**src/rtl/fec_pkg.sv**
```systemverilog
package fec_pkg;

    localparam int DATA_W = 8;

    localparam logic [DATA_W-1:0] CMD_PAGE_ERASE = 8'hAA;
    localparam logic [DATA_W-1:0] CMD_MASS_ERASE = 8'h55;

    // control register bit positions (software depends on them)
    localparam int BIT_PWE  = 0;
    localparam int BIT_MEE  = 1;
    localparam int BIT_WPC  = 4;
    localparam int BIT_WPB  = 5;
    localparam int BIT_SEC  = 6;
    localparam int BIT_PRE  = 7;

    typedef struct packed {
        logic pwe;
        logic mee;
        logic wp_ce;
        logic wp_boot;
        logic sec;
    } ctrl_t;

    typedef enum logic [1:0] {
        OP_NONE = 2'd0,
        OP_PAGE = 2'd1,
        OP_MASS = 2'd2
    } op_e;

endpackage

```
**src/rtl/fec_regfile.sv**
```systemverilog
module fec_regfile
    import fec_pkg::*;
#(
    parameter int          PAGE_W    = 7,
    parameter int          ADDR_W    = 8,
    parameter logic [ADDR_W-1:0] ADDR_CTRL = 8'h20,
    parameter logic [ADDR_W-1:0] ADDR_PAGE = 8'h21
) (
    input  logic              clk_i,
    input  logic              rst_ni,
    input  logic              bus_we_i,
    input  logic [ADDR_W-1:0] bus_addr_i,
    input  logic [DATA_W-1:0] bus_wdata_i,
    input  logic              page_take_i,
    input  logic              mass_take_i,
    input  logic              preboot_i,
    output ctrl_t             ctrl_o,
    output logic [PAGE_W-1:0] page_o,
    output logic              page_armed_o,
    output logic [DATA_W-1:0] ctrl_rd_o,
    output logic [DATA_W-1:0] page_rd_o
);

    typedef struct packed {
        ctrl_t             ctrl;
        logic [PAGE_W-1:0] page;
        logic              armed;
    } reg_st_t;

    reg_st_t st_d, st_q;

    logic wr_ctrl, wr_page;
    logic unused_wdata;

    assign wr_ctrl      = bus_we_i && (bus_addr_i == ADDR_CTRL);
    assign wr_page      = bus_we_i && (bus_addr_i == ADDR_PAGE);
    assign unused_wdata = ^bus_wdata_i;

    always_comb begin
        st_d = st_q;

        // erase acceptance consumes the arming
        if (page_take_i) begin
            st_d.armed = 1'b0;
        end
        if (mass_take_i) begin
            st_d.ctrl.mee = 1'b0;
        end

        if (wr_ctrl) begin
            st_d.ctrl.pwe = bus_wdata_i[BIT_PWE];
            st_d.ctrl.mee = bus_wdata_i[BIT_MEE];
            // security is set-only
            st_d.ctrl.sec = st_q.ctrl.sec | bus_wdata_i[BIT_SEC];
            // protection bits lock upward once security is on
            if (st_q.ctrl.sec) begin
                st_d.ctrl.wp_ce   = st_q.ctrl.wp_ce   | bus_wdata_i[BIT_WPC];
                st_d.ctrl.wp_boot = st_q.ctrl.wp_boot | bus_wdata_i[BIT_WPB];
            end else begin
                st_d.ctrl.wp_ce   = bus_wdata_i[BIT_WPC];
                st_d.ctrl.wp_boot = bus_wdata_i[BIT_WPB];
            end
        end

        if (wr_page) begin
            st_d.page  = bus_wdata_i[PAGE_W-1:0];
            st_d.armed = 1'b1;
        end
    end

    always_ff @(posedge clk_i or negedge rst_ni) begin
        if (!rst_ni) begin
            st_q <= '0;
        end else begin
            st_q <= st_d;
        end
    end

    always_comb begin
        ctrl_rd_o          = '0;
        ctrl_rd_o[BIT_PWE] = st_q.ctrl.pwe;
        ctrl_rd_o[BIT_MEE] = st_q.ctrl.mee;
        ctrl_rd_o[BIT_WPC] = st_q.ctrl.wp_ce;
        ctrl_rd_o[BIT_WPB] = st_q.ctrl.wp_boot;
        ctrl_rd_o[BIT_SEC] = st_q.ctrl.sec;
        ctrl_rd_o[BIT_PRE] = preboot_i;
    end

    assign page_rd_o    = DATA_W'(st_q.page);
    assign ctrl_o       = st_q.ctrl;
    assign page_o       = st_q.page;
    assign page_armed_o = st_q.armed;

endmodule

```
**src/rtl/fec_guard.sv**
```systemverilog
module fec_guard #(
    parameter int PAGE_W = 7
) (
    input  logic [PAGE_W-1:0] page_i,
    input  logic              wp_ce_i,
    input  logic              wp_boot_i,
    input  logic [PAGE_W-1:0] ce_loc_i,
    input  logic [PAGE_W-1:0] boot_size_i,
    output logic              blocked_o
);

    logic hit_high, hit_boot;

    // page size is one unit of the limits, so page numbers compare directly
    always_comb begin
        hit_high  = wp_ce_i   && (page_i >= ce_loc_i);
        hit_boot  = wp_boot_i && (page_i <  boot_size_i);
        blocked_o = hit_high || hit_boot;
    end

endmodule

```
**src/rtl/fec_sequencer.sv**
```systemverilog
module fec_sequencer
    import fec_pkg::*;
#(
    parameter int          PAGE_W       = 7,
    parameter int          ERASE_CYCLES = 16,
    parameter int          ADDR_W       = 8,
    parameter logic [ADDR_W-1:0] ADDR_CMD = 8'h22
) (
    input  logic              clk_i,
    input  logic              rst_ni,
    input  logic              bus_we_i,
    input  logic [ADDR_W-1:0] bus_addr_i,
    input  logic [DATA_W-1:0] bus_wdata_i,
    input  logic              page_armed_i,
    input  logic              mass_en_i,
    input  logic              blocked_i,
    input  logic [PAGE_W-1:0] page_sel_i,
    output logic              page_take_o,
    output logic              mass_take_o,
    output logic              req_o,
    output logic              mass_o,
    output logic [PAGE_W-1:0] page_o,
    output logic              busy_o,
    output logic              err_o
);

    localparam int CNT_W = $clog2(ERASE_CYCLES + 1);
    localparam logic [CNT_W-1:0] CNT_LOAD = CNT_W'(ERASE_CYCLES - 1);

    typedef struct packed {
        logic              busy;
        logic [CNT_W-1:0]  cnt;
        logic              req;
        logic              mass;
        logic [PAGE_W-1:0] page;
        logic              err;
    } seq_st_t;

    seq_st_t st_d, st_q;
    op_e     op;
    logic    ok_page, ok_mass, refused;

    always_comb begin
        op = OP_NONE;
        if (bus_we_i && (bus_addr_i == ADDR_CMD) && !st_q.busy) begin
            if (bus_wdata_i == CMD_PAGE_ERASE) begin
                op = OP_PAGE;
            end else if (bus_wdata_i == CMD_MASS_ERASE) begin
                op = OP_MASS;
            end
        end
        ok_page = (op == OP_PAGE) && page_armed_i && !blocked_i;
        ok_mass = (op == OP_MASS) && mass_en_i;
        refused = (op != OP_NONE) && !ok_page && !ok_mass;
    end

    always_comb begin
        st_d     = st_q;
        st_d.req = 1'b0;

        if (st_q.busy) begin
            if (st_q.cnt == '0) begin
                st_d.busy = 1'b0;
            end else begin
                st_d.cnt = st_q.cnt - 1'b1;
            end
        end

        if (ok_page || ok_mass) begin
            st_d.busy = 1'b1;
            st_d.cnt  = CNT_LOAD;
            st_d.req  = 1'b1;
            st_d.mass = ok_mass;
            st_d.page = ok_mass ? '0 : page_sel_i;
        end

        if (refused) begin
            st_d.err = 1'b1;
        end
    end

    always_ff @(posedge clk_i or negedge rst_ni) begin
        if (!rst_ni) begin
            st_q <= '0;
        end else begin
            st_q <= st_d;
        end
    end

    assign page_take_o = ok_page;
    assign mass_take_o = ok_mass;
    assign req_o       = st_q.req;
    assign mass_o      = st_q.mass;
    assign page_o      = st_q.page;
    assign busy_o      = st_q.busy;
    assign err_o       = st_q.err;

endmodule

```
**src/rtl/flash_erase_ctrl.sv**
```systemverilog
module flash_erase_ctrl
    import fec_pkg::*;
#(
    parameter int          PAGE_W       = 7,
    parameter int          ERASE_CYCLES = 16,
    parameter int          ADDR_W       = 8,
    parameter logic [ADDR_W-1:0] ADDR_CTRL = 8'h20,
    parameter logic [ADDR_W-1:0] ADDR_PAGE = 8'h21,
    parameter logic [ADDR_W-1:0] ADDR_CMD  = 8'h22
) (
    input  logic              clk_i,
    input  logic              rst_ni,
    input  logic              bus_we_i,
    input  logic [ADDR_W-1:0] bus_addr_i,
    input  logic [7:0]        bus_wdata_i,
    output logic [7:0]        bus_rdata_o,
    input  logic              preboot_i,
    input  logic [PAGE_W-1:0] ce_loc_i,
    input  logic [PAGE_W-1:0] boot_size_i,
    output logic              prog_wr_sel_o,
    output logic              sec_o,
    output logic              erase_req_o,
    output logic              erase_mass_o,
    output logic [PAGE_W-1:0] erase_page_o,
    output logic              erase_busy_o,
    output logic              erase_err_o
);

    ctrl_t             ctrl;
    logic [PAGE_W-1:0] page_sel;
    logic              page_armed;
    logic              page_take, mass_take, blocked;
    logic [DATA_W-1:0] ctrl_rd, page_rd;

    fec_regfile #(
        .PAGE_W    (PAGE_W),
        .ADDR_W    (ADDR_W),
        .ADDR_CTRL (ADDR_CTRL),
        .ADDR_PAGE (ADDR_PAGE)
    ) u_regs (
        .clk_i        (clk_i),
        .rst_ni       (rst_ni),
        .bus_we_i     (bus_we_i),
        .bus_addr_i   (bus_addr_i),
        .bus_wdata_i  (bus_wdata_i),
        .page_take_i  (page_take),
        .mass_take_i  (mass_take),
        .preboot_i    (preboot_i),
        .ctrl_o       (ctrl),
        .page_o       (page_sel),
        .page_armed_o (page_armed),
        .ctrl_rd_o    (ctrl_rd),
        .page_rd_o    (page_rd)
    );

    fec_guard #(
        .PAGE_W (PAGE_W)
    ) u_guard (
        .page_i      (page_sel),
        .wp_ce_i     (ctrl.wp_ce),
        .wp_boot_i   (ctrl.wp_boot),
        .ce_loc_i    (ce_loc_i),
        .boot_size_i (boot_size_i),
        .blocked_o   (blocked)
    );

    fec_sequencer #(
        .PAGE_W       (PAGE_W),
        .ERASE_CYCLES (ERASE_CYCLES),
        .ADDR_W       (ADDR_W),
        .ADDR_CMD     (ADDR_CMD)
    ) u_seq (
        .clk_i        (clk_i),
        .rst_ni       (rst_ni),
        .bus_we_i     (bus_we_i),
        .bus_addr_i   (bus_addr_i),
        .bus_wdata_i  (bus_wdata_i),
        .page_armed_i (page_armed),
        .mass_en_i    (ctrl.mee),
        .blocked_i    (blocked),
        .page_sel_i   (page_sel),
        .page_take_o  (page_take),
        .mass_take_o  (mass_take),
        .req_o        (erase_req_o),
        .mass_o       (erase_mass_o),
        .page_o       (erase_page_o),
        .busy_o       (erase_busy_o),
        .err_o        (erase_err_o)
    );

    always_comb begin
        bus_rdata_o = '0;
        if (bus_addr_i == ADDR_CTRL) begin
            bus_rdata_o = ctrl_rd;
        end else if (bus_addr_i == ADDR_PAGE) begin
            bus_rdata_o = page_rd;
        end
    end

    assign prog_wr_sel_o = ctrl.pwe;
    assign sec_o         = ctrl.sec;

endmodule

```
**config.mk**
```make
export PLATFORM = sky130hd
export DESIGN_NAME = flash_erase_ctrl
export DESIGN_NICKNAME = d
export VERILOG_FILES = /design/src/rtl/fec_pkg.sv /design/src/rtl/fec_regfile.sv /design/src/rtl/fec_guard.sv /design/src/rtl/fec_sequencer.sv /design/src/rtl/flash_erase_ctrl.sv
export SDC_FILE = /design/constraint.sdc
export NUM_CORES = 1
export LEC_CHECK = 0
export BUFFER_PORTS_ARGS = -buffer_cell sky130_fd_sc_hd__clkbuf_2
export CAP_MARGIN = 5
export CELL_PAD_IN_SITES_DETAIL_PLACEMENT = 1
export CELL_PAD_IN_SITES_GLOBAL_PLACEMENT = 2
export CORE_ASPECT_RATIO = 1.5
export CORE_MARGIN = 5
export CORE_UTILIZATION = 33
export DETAILED_ROUTE_END_ITERATION = 8
export PLACE_DENSITY = 0.88
export SLEW_MARGIN = 20
export SYNTH_ARGS = -nofsm -noshare
export SYNTH_HDL_FRONTEND = slang
export SYNTH_SLANG_ARGS = --single-unit
```
**constraint.sdc**
```tcl
create_clock -name clk_i -period 3.75 [get_ports clk_i]
set_input_delay 0.375 -clock clk_i [delete_from_list [all_inputs] [get_ports clk_i]]
set_output_delay 0.375 -clock clk_i [all_outputs]
set_load 0.02 [all_outputs]
```
After elaboration in Yosys (flattened, before gate mapping)
Index checks and enable logic that the tools add are counted.

Logic and storage cells: 65. Output and inout bits: 21. Register bits: 29. Input bits: 34.

Magnitude comparators: 2. Reduce and logical (&&, ||, !) cells: 23. Eq/ne operators: 8. Multiplexer cells: 15. Bitwise logic cells: 3. $add $sub $neg: 1.

Operators with widths (count): $eq 8x6->1 const B (3); $mux 15 (1); $mux 7 (2); $logic_and 1x1->1 (11); $eq 8x7->1 const B (1); $eq 8x8->1 const B (1); $mux 2 (4); $mux 8 (1); $reduce_bool 2->1 (4); $ge 7x7->1 (1); $lt 7x7->1 (1); $mux 6 (1); $logic_not 5->1 (1); $mux 5 (1); $sub 5x1->5 const B (1); $logic_not 1->1 (4); $mux 1 (4); $mux 4 (1); $or 1x1->1 (3); $eq 2x1->1 const B (1); $eq 2x2->1 const B (1); $logic_or 1x1->1 (2); $ne 2x2->1 const B (1); $reduce_and 2->1 (1).

Depth between registers and ports, before layout
Word-level depth: 10. Mapped depth: 8. Mapped depth without buffers: 7.

Hierarchy
A second synthesis with hierarchy kept.

Cells, all modules: 202. Area, all modules: 2037.0 um2.

Modules (own cells, without submodules): fec_sequencer (sequential area each 400.4 um2, instances 1, cells an instance 84, area each 882.1 um2); fec_regfile (sequential area each 325.3 um2, instances 1, cells an instance 52, area each 673.1 um2); fec_guard (sequential area each 0.0 um2, instances 1, cells an instance 45, area each 332.8 um2); flash_erase_ctrl (sequential area each 0.0 um2, instances 1, cells an instance 21, area each 148.9 um2).

Worst setup path after synthesis
Ideal clock, no wire load.

Kind: input port to flip-flop. Start point: input boot_size_i[5]. End point: register u_seq.st_q (netlist bit u_seq.page_o[3]). Setup time: 79 ps. Arrival: 1865 ps. Data required time: 3671 ps. Stages: 8. Slack: 1806 ps. Cell sequence: inv_1 > ha_1 > a21o_1 > a2111oi_0 > o21ai_0 > nand4_4 > buf_6 > mux2i_1.

Cells in the longest elaborated chain, start to end: 6.

Ends and longest elaborated chain: start: declaration (RTL line flash_erase_ctrl.sv:19) `input logic [PAGE_W-1:0] boot_size_i,`; $lt 7x7->1 (RTL line fec_guard.sv:17) `hit_boot = wp_boot_i && (page_i < boot_size_i);`; $logic_and 1x1->1 (RTL line fec_guard.sv:17); $logic_or 1x1->1 (RTL line fec_guard.sv:18) `blocked_o = hit_high || hit_boot;`; $logic_not 1->1 (RTL line fec_sequencer.sv:52) `ok_page = (op == OP_PAGE) && page_armed_i && !blocked_i;`; $logic_and 1x1->1 (RTL line fec_sequencer.sv:52); $logic_or 1x1->1 (RTL line fec_sequencer.sv:69) `if (ok_page || ok_mass) begin`; end signal: assignment (RTL line fec_sequencer.sv:86) `st_q <= st_d;`; end: declaration (RTL line fec_sequencer.sv:39) `seq_st_t st_d, st_q;`.

No other way between the ends. A chain may end at the register's enable or synchronous reset.

Worst setup path after layout
Start point: register u_regs.st_q (netlist bit u_regs.page_o[5]). End point: register u_seq.st_q[14] (netlist bit).

Cells in the longest elaborated chain, start to end: 8. Elaborated cells between the ends (all ways): 12. Those cells by class: order compare: 2; eq/ne: 1; mux: 1; reduce/logical: 8.

Ends and longest elaborated chain: start: declaration (RTL line fec_regfile.sv:30) `reg_st_t st_d, st_q;`; start signal: assignment (RTL line fec_regfile.sv:75) `st_q <= st_d;`; $ge 7x7->1 / $lt 7x7->1 (equally long branches) (RTL line fec_guard.sv:16, fec_guard.sv:17); $logic_and 1x1->1 (on tied branches) (RTL line fec_guard.sv:16, fec_guard.sv:17); $logic_or 1x1->1 (*) (RTL line fec_guard.sv:18); $logic_not 1->1 (*) (RTL line fec_sequencer.sv:52); $logic_and 1x1->1 (*) (RTL line fec_sequencer.sv:52); $logic_or 1x1->1 (*) (RTL line fec_sequencer.sv:69); $ne 2x2->1 (no source line) / $reduce_bool 2->1 (equally long branches); $reduce_and 2->1 (no source line).

Every way passes the cells marked *; elsewhere a longest branch is shown, timed or not.

==> results.md <==
* Tightest Pin Transition at 0.989 ns
* Number of nets with antenna violations after detailed routing at 0
* Final wirelength at approximately 4.6 mm
* Number of setup buffers added after CTS at 0
* Chip width at approximately 70 um
* Share of layout cells above drive strength 1 at 0.357
* Die outline area at 0.00709 mm2
* Global-route total usage across every layer at 0.140
* Gate Count Post-Synth at ~180
* Number of setup violations in the final report at 0
* Average cell area after synthesis at 10.3 um2
* Total power of the final layout at about 0.00066 W
* Root buffer selected by CTS: sky130_fd_sc_hd__clkbuf_8
* Half-perimeter wire length after placement at 3.69 mm
* Net count after synthesis at 223
* Average routed wire per standard cell at 15.7 um
* Area after DPL at between 0.002 and 0.0025 mm2
* Worst-case clock buffer depth at 2
* Clk Latency, worst-skew pair at around 0.28 ns
* Clock buffer count from CTS at 5
* Post-cts resize count at 0
* Routability congestion estimate from global placement at 0.768
* Via count normalized by instance count at approximately 5.0
* Post-place setup slack at 1.31 ns
* Final count of hold timing violations at 0
* Cell area after layout at 0.00217 mm2
* Worst-case vdd ir drop at 0.000140 V
* Global-route wire length before repair at 7.60 mm
* Critical path data arrival time at 2.47 ns
* Pin count of the biggest net entering global routing at 30
* Max_cap viols at 0
* Power Density at ~300 mW/mm2
* Clock-pin slew on the worst setup and hold paths at 0.06 ns
* Type of the worst setup path: reg2reg
* Async S/R FF share, synth at 1.00
* Worst setup slack after layout at 1.50 ns
* RSZ-0062 raised after global routing: no
* Die Y at 101 um
* Final period util at 0.599
* Final worst clock skew at 0.00601 ns
* Vias in the first global route at 1561
* Multi-input gate area in the final layout at 937 um2
* Max_slew headroom at 0.332
* Outcome: completed
* Area used by sequential logic in the layout at 726 um2
* Synth unique cells at 44
* Initial DRT Pass Iterations at 4
* Violation count after the first detailed-routing iteration at 51
* Post-synth EDFFs at 0
* IO buf count at 54
* Nature of the critical path startpoint: flop
* Slowest Stage Delay on Critical Path at around 0.47 ns
* TritonCTS clock tree: done
* Worst-path fanout max at 17
* Overall overflow remaining after global route at 0
* Hold crit path type: in2async
* Initial standard-cell utilization of the core at 0.334
* Minimum clock period after layout at 2.25 ns
* Required @ worst endpoint at 3.97 ns
* Fin Setup TNS at 0 ns
* CTS hold repair buffers at 0
* Antenna diodes at 0
* Maximum level of the CTS H-tree at 2
* Initial antenna violation count at 0
* Critical-path cell list: ha_1 -> a21o_1 -> a2111oi_0 -> o21ai_0 -> nand4_4 -> and4_2
* Worst hold slack at 0.131 ns
* Area added between synthesis and finish at 20.2%
* Leakage power at 1.25 nW
* Rows at 33
* Cell Area, Synth at 0.00181 mm2
* Primary FF master, synth: sky130_fd_sc_hd__dfrtp_1
* Maximum clock frequency at 445 MHz
* Number of register bits inferred by synthesis at 29
* Filler Cell Count at between 600 and 700
* Element type at the critical path end: flop
* Final nets at 272
* Worst-path cell with the longest stage delay: sky130_fd_sc_hd__dfrtp_1
* Final count of pins violating max slew at 0
* Post-synthesis sequential area ratio at 0.402
* Total number of vias at between 1000 and 1500
* Synthesis warning total at 0
* Floorplan Core Area at approximately 0.0054 mm2
* CTS sink count at 29
* Top Ports at 55
* # DRC at 0
==> power by group <==
group          total [W]  switching (W)  internal [W]
logic          0.0000697      0.0000350     0.0000346
clock network   0.000256       0.000111      0.000145
registers       0.000331      0.0000108      0.000320
==> critical path, delay by kind of cell, from the launching register on <==
| family | cells | cell delay, ns |
|---|---|---|
| flops | 1 | 0.47 |
| simple gates | 2 | 0.53 |
| fa+ha+maj | 1 | 0.35 |
| compound gates | 3 | 0.84 |
==> layout make-up <==
class / instances / area share
Timing Repair Buffer: 54 / 0.124
Tap cell: 70 / 0.0403
Multi-Input combinational cell: 117 / 0.432
Sequential cell: 29 / 0.334
Inverter: 17 / 0.0294
Clock buffer: 7 / 0.0398
==> cell usage after synthesis, drive strengths merged (2+ instances only) <==
library cell / instances / area [um2]
clkbuf: 3 / 11.3
a22o: 3 / 26.3
or4bb: 2 / 22.5
and4bb: 2 / 25.0
ha: 14 / 175
inv: 17 / 63.8
a21oi: 3 / 15.0
nor3b: 2 / 20.0
nand2b: 2 / 12.5
and3: 4 / 26.3
nand3: 6 / 30.0
nand2: 17 / 63.8
mux2: 8 / 90.1
mux2i: 12 / 120
and4: 3 / 30.0
xnor2: 2 / 17.5
a21o: 5 / 38.8
o21ai: 3 / 15.0
dfrtp: 29 / 726
nand4: 3 / 33.8
nor2: 12 / 45.0
buf: 9 / 68.8
==> flip-flops by register name (all words and copies together), names as in the netlist <==
name,count
u_seq.page_o,7
u_seq.req_o,1
u_regs.ctrl_o,5
u_regs.page_o,7
u_seq.mass_o,1
u_seq.busy_o,1
u_seq.err_o,1
u_seq.st_q,5
u_regs.page_armed_o,1
==> cells in the final DEF (no fill, tap or decap), types with 2 or more instances in the layout <==
master,count
sky130_fd_sc_hd__ha_1,14
sky130_fd_sc_hd__a22o_1,3
sky130_fd_sc_hd__and3_1,3
sky130_fd_sc_hd__and4bb_2,2
sky130_fd_sc_hd__dfrtp_1,29
sky130_fd_sc_hd__nand4_1,2
sky130_fd_sc_hd__mux2i_1,12
sky130_fd_sc_hd__nand2_1,17
sky130_fd_sc_hd__nand3_1,6
sky130_fd_sc_hd__o21ai_0,3
sky130_fd_sc_hd__nand2b_1,2
sky130_fd_sc_hd__a21o_1,4
sky130_fd_sc_hd__or4bb_1,2
sky130_fd_sc_hd__xnor2_1,2
sky130_fd_sc_hd__a21oi_1,3
sky130_fd_sc_hd__clkbuf_8,6
sky130_fd_sc_hd__mux2_2,8
sky130_fd_sc_hd__nor2_1,12
sky130_fd_sc_hd__inv_1,17
sky130_fd_sc_hd__clkbuf_2,54
==> logic make-up (layout without fill, tap and decap cells) <==
kind of cell | after synthesis | in the layout | synth area share
and+or+nand+nor | 59 | 59 | 0.204
buffers and inverters | 29 | 78 | 0.0796
adders and majority gates | 14 | 14 | 0.0970
xor gates and xnor gates | 3 | 3 | 0.0145
muxes | 20 | 20 | 0.116
DFF | 29 | 29 | 0.402
AOI/OAI and AO/OA | 21 | 21 | 0.0866
==> metal layers <==
metal / part of all wire / GRT usage / vias to the layer above
met2: 0.54 / 0.255 / 35
li1: - / - / 711
met5: 0 / 0 / -
met3: 0.052 / 0.0409 / 8
met4: 0.018 / 0.0546 / 0
met1: 0.39 / 0.149 / 713
==> per-stage QoR <==
stage	utilization	std cells
floorplan	-	175
global placement	0.385	287
detailed placement	0.385	287
CTS	0.401	294
global route	0.401	294
finish	0.401	294
==> worst paths after layout <==
check                                           startpoint  depth (start not counted)                               to  slack (ns)
max reg2reg                   u_regs.page_o[5]$_DFFE_PN0P_                          6       u_seq.st_q[14]$_DFFE_PN0P_        1.50
min                                                 rst_ni                          1       u_seq.st_q[13]$_DFFE_PN0P_        0.13
min reg2reg                u_regs.page_armed_o$_DFFE_PN0P_                          1  u_regs.page_armed_o$_DFFE_PN0P_        0.49
min in group clk_i                          bus_wdata_i[6]                          2     u_regs.ctrl_o[0]$_DFFE_PN0P_        0.34
max in group asynchronous                           rst_ni                          1  u_regs.page_armed_o$_DFFE_PN0P_        3.15
max                           u_regs.page_o[5]$_DFFE_PN0P_                          6       u_seq.st_q[14]$_DFFE_PN0P_        1.50
Power figures use the tool's default switching activity.
